File: src/rtl/sgn_tally_pkg.sv
package sgn_tally_pkg;

    typedef enum logic [2:0] {
        ST_IDLE  = 3'd0,
        ST_READ  = 3'd1,
        ST_TEST  = 3'd2,
        ST_UP    = 3'd3,
        ST_DOWN  = 3'd4,
        ST_WRITE = 3'd5,
        ST_DONE  = 3'd6
    } tally_state_e;

    typedef enum logic [1:0] {
        OP_HOLD  = 2'd0,
        OP_CLEAR = 2'd1,
        OP_UP    = 2'd2,
        OP_DOWN  = 2'd3
    } cnt_op_e;

    typedef struct packed {
        tally_state_e state;
        logic         done;
    } ctrl_regs_t;

endpackage

File: src/rtl/sgn_tally_ctrl.sv
module sgn_tally_ctrl
    import sgn_tally_pkg::*;
(
    input  logic    clk,
    input  logic    rst_n,
    input  logic    start_i,
    input  logic    is_pos_i,
    input  logic    is_last_i,
    output cnt_op_e cnt_op_o,
    output logic    idx_step_o,
    output logic    rd_o,
    output logic    wr_o,
    output logic    done_o
);

    ctrl_regs_t r_q, r_d;
    logic       accept;

    always_comb begin
        r_d        = r_q;
        cnt_op_o   = OP_HOLD;
        idx_step_o = 1'b0;
        rd_o       = 1'b0;
        wr_o       = 1'b0;
        accept     = start_i && (r_q.state == ST_IDLE || r_q.state == ST_DONE);

        unique case (r_q.state)
            ST_IDLE, ST_DONE: begin
                if (accept) begin
                    cnt_op_o  = OP_CLEAR;
                    r_d.state = ST_READ;
                    r_d.done  = 1'b0;
                end
            end
            ST_READ: begin
                rd_o      = 1'b1;
                r_d.state = ST_TEST;
            end
            ST_TEST: begin
                r_d.state = is_pos_i ? ST_UP : ST_DOWN;
            end
            ST_UP: begin
                cnt_op_o  = OP_UP;
                r_d.state = ST_WRITE;
            end
            ST_DOWN: begin
                cnt_op_o  = OP_DOWN;
                r_d.state = ST_WRITE;
            end
            ST_WRITE: begin
                wr_o = 1'b1;
                if (is_last_i) begin
                    r_d.state = ST_DONE;
                    r_d.done  = 1'b1;
                end else begin
                    idx_step_o = 1'b1;
                    r_d.state  = ST_READ;
                end
            end
            default: begin
                r_d.state = ST_IDLE;
                r_d.done  = 1'b0;
            end
        endcase
    end

    always_ff @(posedge clk) begin
        if (!rst_n) begin
            r_q.state <= ST_IDLE;
            r_q.done  <= 1'b0;
        end else begin
            r_q <= r_d;
        end
    end

    assign done_o = r_q.done;

    AST_RD_WR_EXCL: assert property (@(posedge clk) disable iff (!rst_n)
        !(rd_o && wr_o));

    AST_DONE_QUIET: assert property (@(posedge clk) disable iff (!rst_n)
        done_o |-> (!rd_o && !wr_o));

endmodule

File: src/rtl/sgn_tally_dp.sv
module sgn_tally_dp
    import sgn_tally_pkg::*;
#(
    parameter int DATA_W = 16,
    parameter int ADDR_W = 16,
    parameter int COUNT  = 100
) (
    input  logic              clk,
    input  logic              rst_n,
    input  cnt_op_e           cnt_op_i,
    input  logic              idx_step_i,
    input  logic [ADDR_W-1:0] base_i,
    input  logic [DATA_W-1:0] rdata_i,
    output logic [ADDR_W-1:0] addr_o,
    output logic [DATA_W-1:0] cnt_o,
    output logic              is_pos_o,
    output logic              is_last_o
);

    localparam int IDX_W = (COUNT > 1) ? $clog2(COUNT) : 1;
    localparam logic [IDX_W-1:0] LAST_IDX = IDX_W'(COUNT - 1);

    typedef struct packed {
        logic [ADDR_W-1:0] base;
        logic [IDX_W-1:0]  idx;
        logic [DATA_W-1:0] cnt;
    } dp_regs_t;

    dp_regs_t r_q, r_d;

    always_comb begin
        r_d = r_q;
        unique case (cnt_op_i)
            OP_CLEAR: begin
                r_d.base = base_i;
                r_d.idx  = '0;
                r_d.cnt  = '0;
            end
            OP_UP:    r_d.cnt = r_q.cnt + DATA_W'(1);
            OP_DOWN:  r_d.cnt = r_q.cnt - DATA_W'(1);
            default:  ;
        endcase
        if (idx_step_i && r_q.idx != LAST_IDX) begin
            r_d.idx = r_q.idx + IDX_W'(1);
        end
    end

    always_ff @(posedge clk) begin
        if (!rst_n) begin
            r_q <= '0;
        end else begin
            r_q <= r_d;
        end
    end

    assign addr_o    = r_q.base + ADDR_W'(r_q.idx);
    assign cnt_o     = r_q.cnt;
    assign is_pos_o  = !rdata_i[DATA_W-1] && (|rdata_i);
    assign is_last_o = (r_q.idx == LAST_IDX);

    AST_IDX_RANGE: assert property (@(posedge clk) disable iff (!rst_n)
        r_q.idx <= LAST_IDX);

endmodule

File: src/rtl/sgn_tally.sv
module sgn_tally
    import sgn_tally_pkg::*;
#(
    parameter int DATA_W = 16,
    parameter int ADDR_W = 16,
    parameter int COUNT  = 100
) (
    input  logic              clk,
    input  logic              rst_n,
    input  logic              start_i,
    input  logic [ADDR_W-1:0] base_i,
    output logic [ADDR_W-1:0] mem_addr_o,
    output logic              mem_rd_o,
    output logic              mem_wr_o,
    output logic [DATA_W-1:0] mem_wdata_o,
    input  logic [DATA_W-1:0] mem_rdata_i,
    output logic              done_o,
    output logic [DATA_W-1:0] tally_o
);

    cnt_op_e     cnt_op;
    logic        idx_step;
    logic        is_pos;
    logic        is_last;
    logic [DATA_W-1:0] cnt;

    sgn_tally_ctrl u_ctrl (
        .clk        (clk),
        .rst_n      (rst_n),
        .start_i    (start_i),
        .is_pos_i   (is_pos),
        .is_last_i  (is_last),
        .cnt_op_o   (cnt_op),
        .idx_step_o (idx_step),
        .rd_o       (mem_rd_o),
        .wr_o       (mem_wr_o),
        .done_o     (done_o)
    );

    sgn_tally_dp #(
        .DATA_W (DATA_W),
        .ADDR_W (ADDR_W),
        .COUNT  (COUNT)
    ) u_dp (
        .clk        (clk),
        .rst_n      (rst_n),
        .cnt_op_i   (cnt_op),
        .idx_step_i (idx_step),
        .base_i     (base_i),
        .rdata_i    (mem_rdata_i),
        .addr_o     (mem_addr_o),
        .cnt_o      (cnt),
        .is_pos_o   (is_pos),
        .is_last_o  (is_last)
    );

    assign mem_wdata_o = cnt;
    assign tally_o     = cnt;

    AST_WB_SAME_ADDR: assert property (@(posedge clk) disable iff (!rst_n)
        mem_wr_o |-> ($past(mem_rd_o, 3) && mem_addr_o == $past(mem_addr_o, 3)));

    AST_RISE_ON_POS: assert property (@(posedge clk) disable iff (!rst_n)
        (mem_wr_o && $signed($past(mem_rdata_i, 2)) > 0)
            |-> mem_wdata_o == DATA_W'($past(tally_o, 2) + DATA_W'(1)));

    AST_FALL_ON_NONPOS: assert property (@(posedge clk) disable iff (!rst_n)
        (mem_wr_o && $signed($past(mem_rdata_i, 2)) <= 0)
            |-> mem_wdata_o == DATA_W'($past(tally_o, 2) - DATA_W'(1)));

    AST_DONE_HOLD: assert property (@(posedge clk) disable iff (!rst_n)
        (done_o && !start_i) |=> (done_o && $stable(tally_o)));

endmodule

File: config.mk
export PLATFORM = sky130hd
export DESIGN_NAME = sgn_tally
export DESIGN_NICKNAME = d
export VERILOG_FILES = /design/src/rtl/sgn_tally_pkg.sv /design/src/rtl/sgn_tally_ctrl.sv /design/src/rtl/sgn_tally_dp.sv /design/src/rtl/sgn_tally.sv
export SDC_FILE = /design/constraint.sdc
export NUM_CORES = 1
export LEC_CHECK = 0
export BUFFER_PORTS_ARGS = -buffer_cell sky130_fd_sc_hd__buf_4
export CAP_MARGIN = 20
export CORE_MARGIN = 10
export CORE_UTILIZATION = 40
export DETAILED_ROUTE_END_ITERATION = 10
export PLACE_DENSITY = 0.67
export SLEW_MARGIN = 15
export SYNTH_ARGS = -nofsm -noshare
export SYNTH_HDL_FRONTEND = slang
export SYNTH_SLANG_ARGS = --single-unit
File: constraint.sdc
create_clock -name clk -period 6.4 [get_ports clk]
set_input_delay 1.28 -clock clk [delete_from_list [all_inputs] [get_ports clk]]
set_output_delay 1.28 -clock clk [all_outputs]
set_load 0.05 [all_outputs]
==> flow_summary.json <==
{
  "syn_to_final_growth_pct": 16.4,
  "ant_nets": 0,
  "antenna_found_initial": 0,
  "dr.pass1.iters": 4,
  "cts_sinks": 43,
  "cts_setup_buffers": 0,
  "drc": 0,
  "drive_above_1_share_pct": 23.9,
  "cp-start-kind": "register",
  "die_y_um": 109,
  "finalSetupViolations": 0,
  "fmax_mhz": 253,
  "synth_flop_cell": "dfxtp_1",
  "design_area_um2": 3690,
  "path_cells": "ha_1 > inv_1 > fa_1 > nor2b_1 > o21ai_0 > a21boi_0 > o21a_1 > nand4_1 > xnor2_1 > buf_4",
  "die_area_um2": 11900,
  "worst_slew_pin_slew_ns": 0.728,
  "dp_slack_ns": 2.79,
  "fin_util_pct": 47.8,
  "drtIter0Drc": 126,
  "slew_viol_final": 0,
  "synthCells": 407,
  "fin_tns_setup_ns": 0,
  "start_util_pct": 41.1,
  "drt-total-wl_um": 8130,
  "use_met1_pct": 15.6,
  "finalNetCount": 493,
  "wire_per_inst_um": 14.8,
  "slowest_delay_ns": 0.40,
  "cts_hold_buf": 0,
  "numPortBuffers": 85,
  "grt_pass1_wl_um": 13300,
  "num_antenna_cells": 0,
  "top_usage_layer": "met2",
  "power.density_nw_per_um2": 180,
  "track_usage_pct": 13.5,
  "gr-usage-met3_pct": 4.01,
  "cts_resized": 0,
  "clk_latency_ns": 0.30,
  "worstPathRequired_ns": 5.12,
  "ir_drop_v": 0.000112,
  "p_total_uw": 664,
  "grt_use_met2_pct": 23.5,
  "first_global_vias": 2778,
  "path_clk_slew_ns": 0.09,
  "grt_max_degree": 46,
  "syn_avg_cell_area_um2": 7.80,
  "path_buf_inv": 2,
  "status": "finished, final reports clean",
  "post-dp-hpwl_um": 6220,
  "core-area_um2": 7730,
  "path_delay_family": "compound AO/OA/AOI/OAI gates",
  "end_kind": "output port",
  "ys_seq_area_share_pct": 27.1,
  "multiInputGateArea_um2": 1940,
  "seq_area_um2": 861,
  "gp_congestion": 0.855,
  "final_cell_mix": "86 x buf_4, 69 x nand2_1, 43 x dfxtp_1",
  "cts_made_buffers": 5,
  "path_max_fanout": 5,
  "layout_commonest_cell": "buf_4",
  "clock-root-buffer": "clkbuf_8",
  "power_leakage_nw": 1.60,
  "ioPinCount": 86,
  "die_width_um": 109,
  "rows": 32,
  "synth_seq_cells": 43,
  "grt-ovfl-total": 0,
  "ys_warn_count": 0,
  "finalCriticalPeriod_ns": 3.95,
  "finalHoldViolCount": 0,
  "fin_crit_sh_pct": 61.8,
  "whs_ns": 0.476,
  "crit_arrival_ns": 2.67,
  "path_class": "reg2out",
  "final_cells": 550,
  "yosysUniqueCellTypes": 59,
  "rsz0062_at_grt": "no",
  "viasPerCell": 5.39,
  "dpl_cell_area_um2": 3610,
  "hold_class": "reg2reg",
  "cts-htree-levels": 2,
  "syn_area_um2": 3170,
  "synth_edf_count": 0,
  "place_inst": 542,
  "cts_tree": "built",
  "vias": 2967,
  "max_cap_viol_count": 0,
  "synth_fp_nets": 453,
  "n_fill_cell": 797,
  "finalClockSkew_ns": 0.00677,
  "cts_buffer_depth": 2,
  "synthArstFlopShare_pct": 0,
  "fin_ws_ns": 2.45,
  "worst_path_max_delay_cell": "dfxtp_1",
  "slew_headroom_pct": 51.5
}
[power breakdown]
group | internal [mW] | switching, mW | total (mW)
Combinational | 0.0700 | 0.119 | 0.189
Sequential | 0.280 | 0.0197 | 0.300
Clock | 0.0764 | 0.0990 | 0.175
[final timing paths]
path                       from        endpoint  slack (ns)  cells past startpoint
setup reg to reg  u_ctrl.r_q[1]  u_dp.cnt_o[15]        3.17                      8
hold reg to reg    u_dp.r_q[25]    u_dp.r_q[25]        0.48                      2
setup / recovery   u_dp.r_q[16]  mem_addr_o[14]        2.45                     10
hold / removal     u_dp.r_q[25]    u_dp.r_q[25]        0.48                      2
[cell usage after synthesis (2+ instances only)]
| master | n | area share, % |
|---|---|---|
| nor2_1 | 27 | 3.2 |
| nand3_1 | 15 | 2.4 |
| o41ai_1 | 3 | 0.83 |
| inv_1 | 9 | 1.1 |
| ha_1 | 10 | 3.9 |
| a22oi_1 | 3 | 0.71 |
| nor3_1 | 5 | 0.79 |
| buf_4 | 32 | 7.6 |
| a21oi_1 | 18 | 2.8 |
| o21a_1 | 3 | 0.71 |
| and3b_1 | 4 | 1.1 |
| dfxtp_1 | 43 | 27 |
| o21ai_0 | 12 | 1.9 |
| and2_1 | 8 | 1.6 |
| or3b_2 | 2 | 0.55 |
| mux2i_1 | 3 | 0.95 |
| nand2_1 | 69 | 8.2 |
| or3_1 | 4 | 0.79 |
| nor4_4 | 2 | 1.3 |
| nor2b_1 | 8 | 1.6 |
| clkbuf_1 | 10 | 1.2 |
| o31ai_1 | 5 | 1.2 |
| o22ai_1 | 2 | 0.39 |
| nand2b_1 | 3 | 0.59 |
| a21boi_0 | 22 | 5.2 |
| o211ai_1 | 2 | 0.47 |
| o21bai_1 | 3 | 0.71 |
| buf_2 | 9 | 1.4 |
| a41oi_1 | 4 | 1.1 |
| xnor2_1 | 10 | 2.8 |
| nor4_1 | 6 | 1.2 |
| xor2_1 | 8 | 2.2 |
| nand4_1 | 12 | 2.4 |
| and3_1 | 5 | 0.99 |
| o211a_1 | 2 | 0.63 |
[registers in the layout, indices dropped and copies added, names as in the netlist]
register / flops
u_ctrl.r_q: 3
u_dp.cnt_o: 16
u_dp.r_q: 23
u_ctrl.done_o: 1
[final cells by class]
| cell class | count | share of cell area (%) |
|---|---|---|
| multi-input cells | 301 | 52.4 |
| repair buffers | 86 | 17.5 |
| inverters | 10 | 1.02 |
| well taps | 102 | 3.46 |
| clock buffers | 6 | 1.96 |
| flip-flops and latches | 43 | 23.3 |
| clock inverters | 2 | 0.339 |
[worst register-to-register path: stages (launching register included)]
cell	delay [ns]
dfxtp_1	0.60
or3b_1	0.54
clkinv_1	0.55
ha_1	0.59
nand4_1	0.12
o31ai_1	0.29
a21oi_2	0.10
or3_1	0.33
nand3_1	0.07
[layer usage]
layer | routed length, um | vias up
met5 | 0 | -
met3 | 612 | 8
li1 | - | 1483
met2 | 3970 | 82
met4 | 91 | 0
met1 | 3450 | 1394
[logic make-up after synthesis]
| kind of cell | synth area share (%) |
|---|---|
| simple gates | 30.0 |
| compound gates | 20.5 |
| buf+inv | 11.8 |
| flops | 27.1 |
| xor+xnor | 4.97 |
| fa+ha+maj | 4.57 |
| mux | 0.946 |
(Power assumes the default switching activity.)
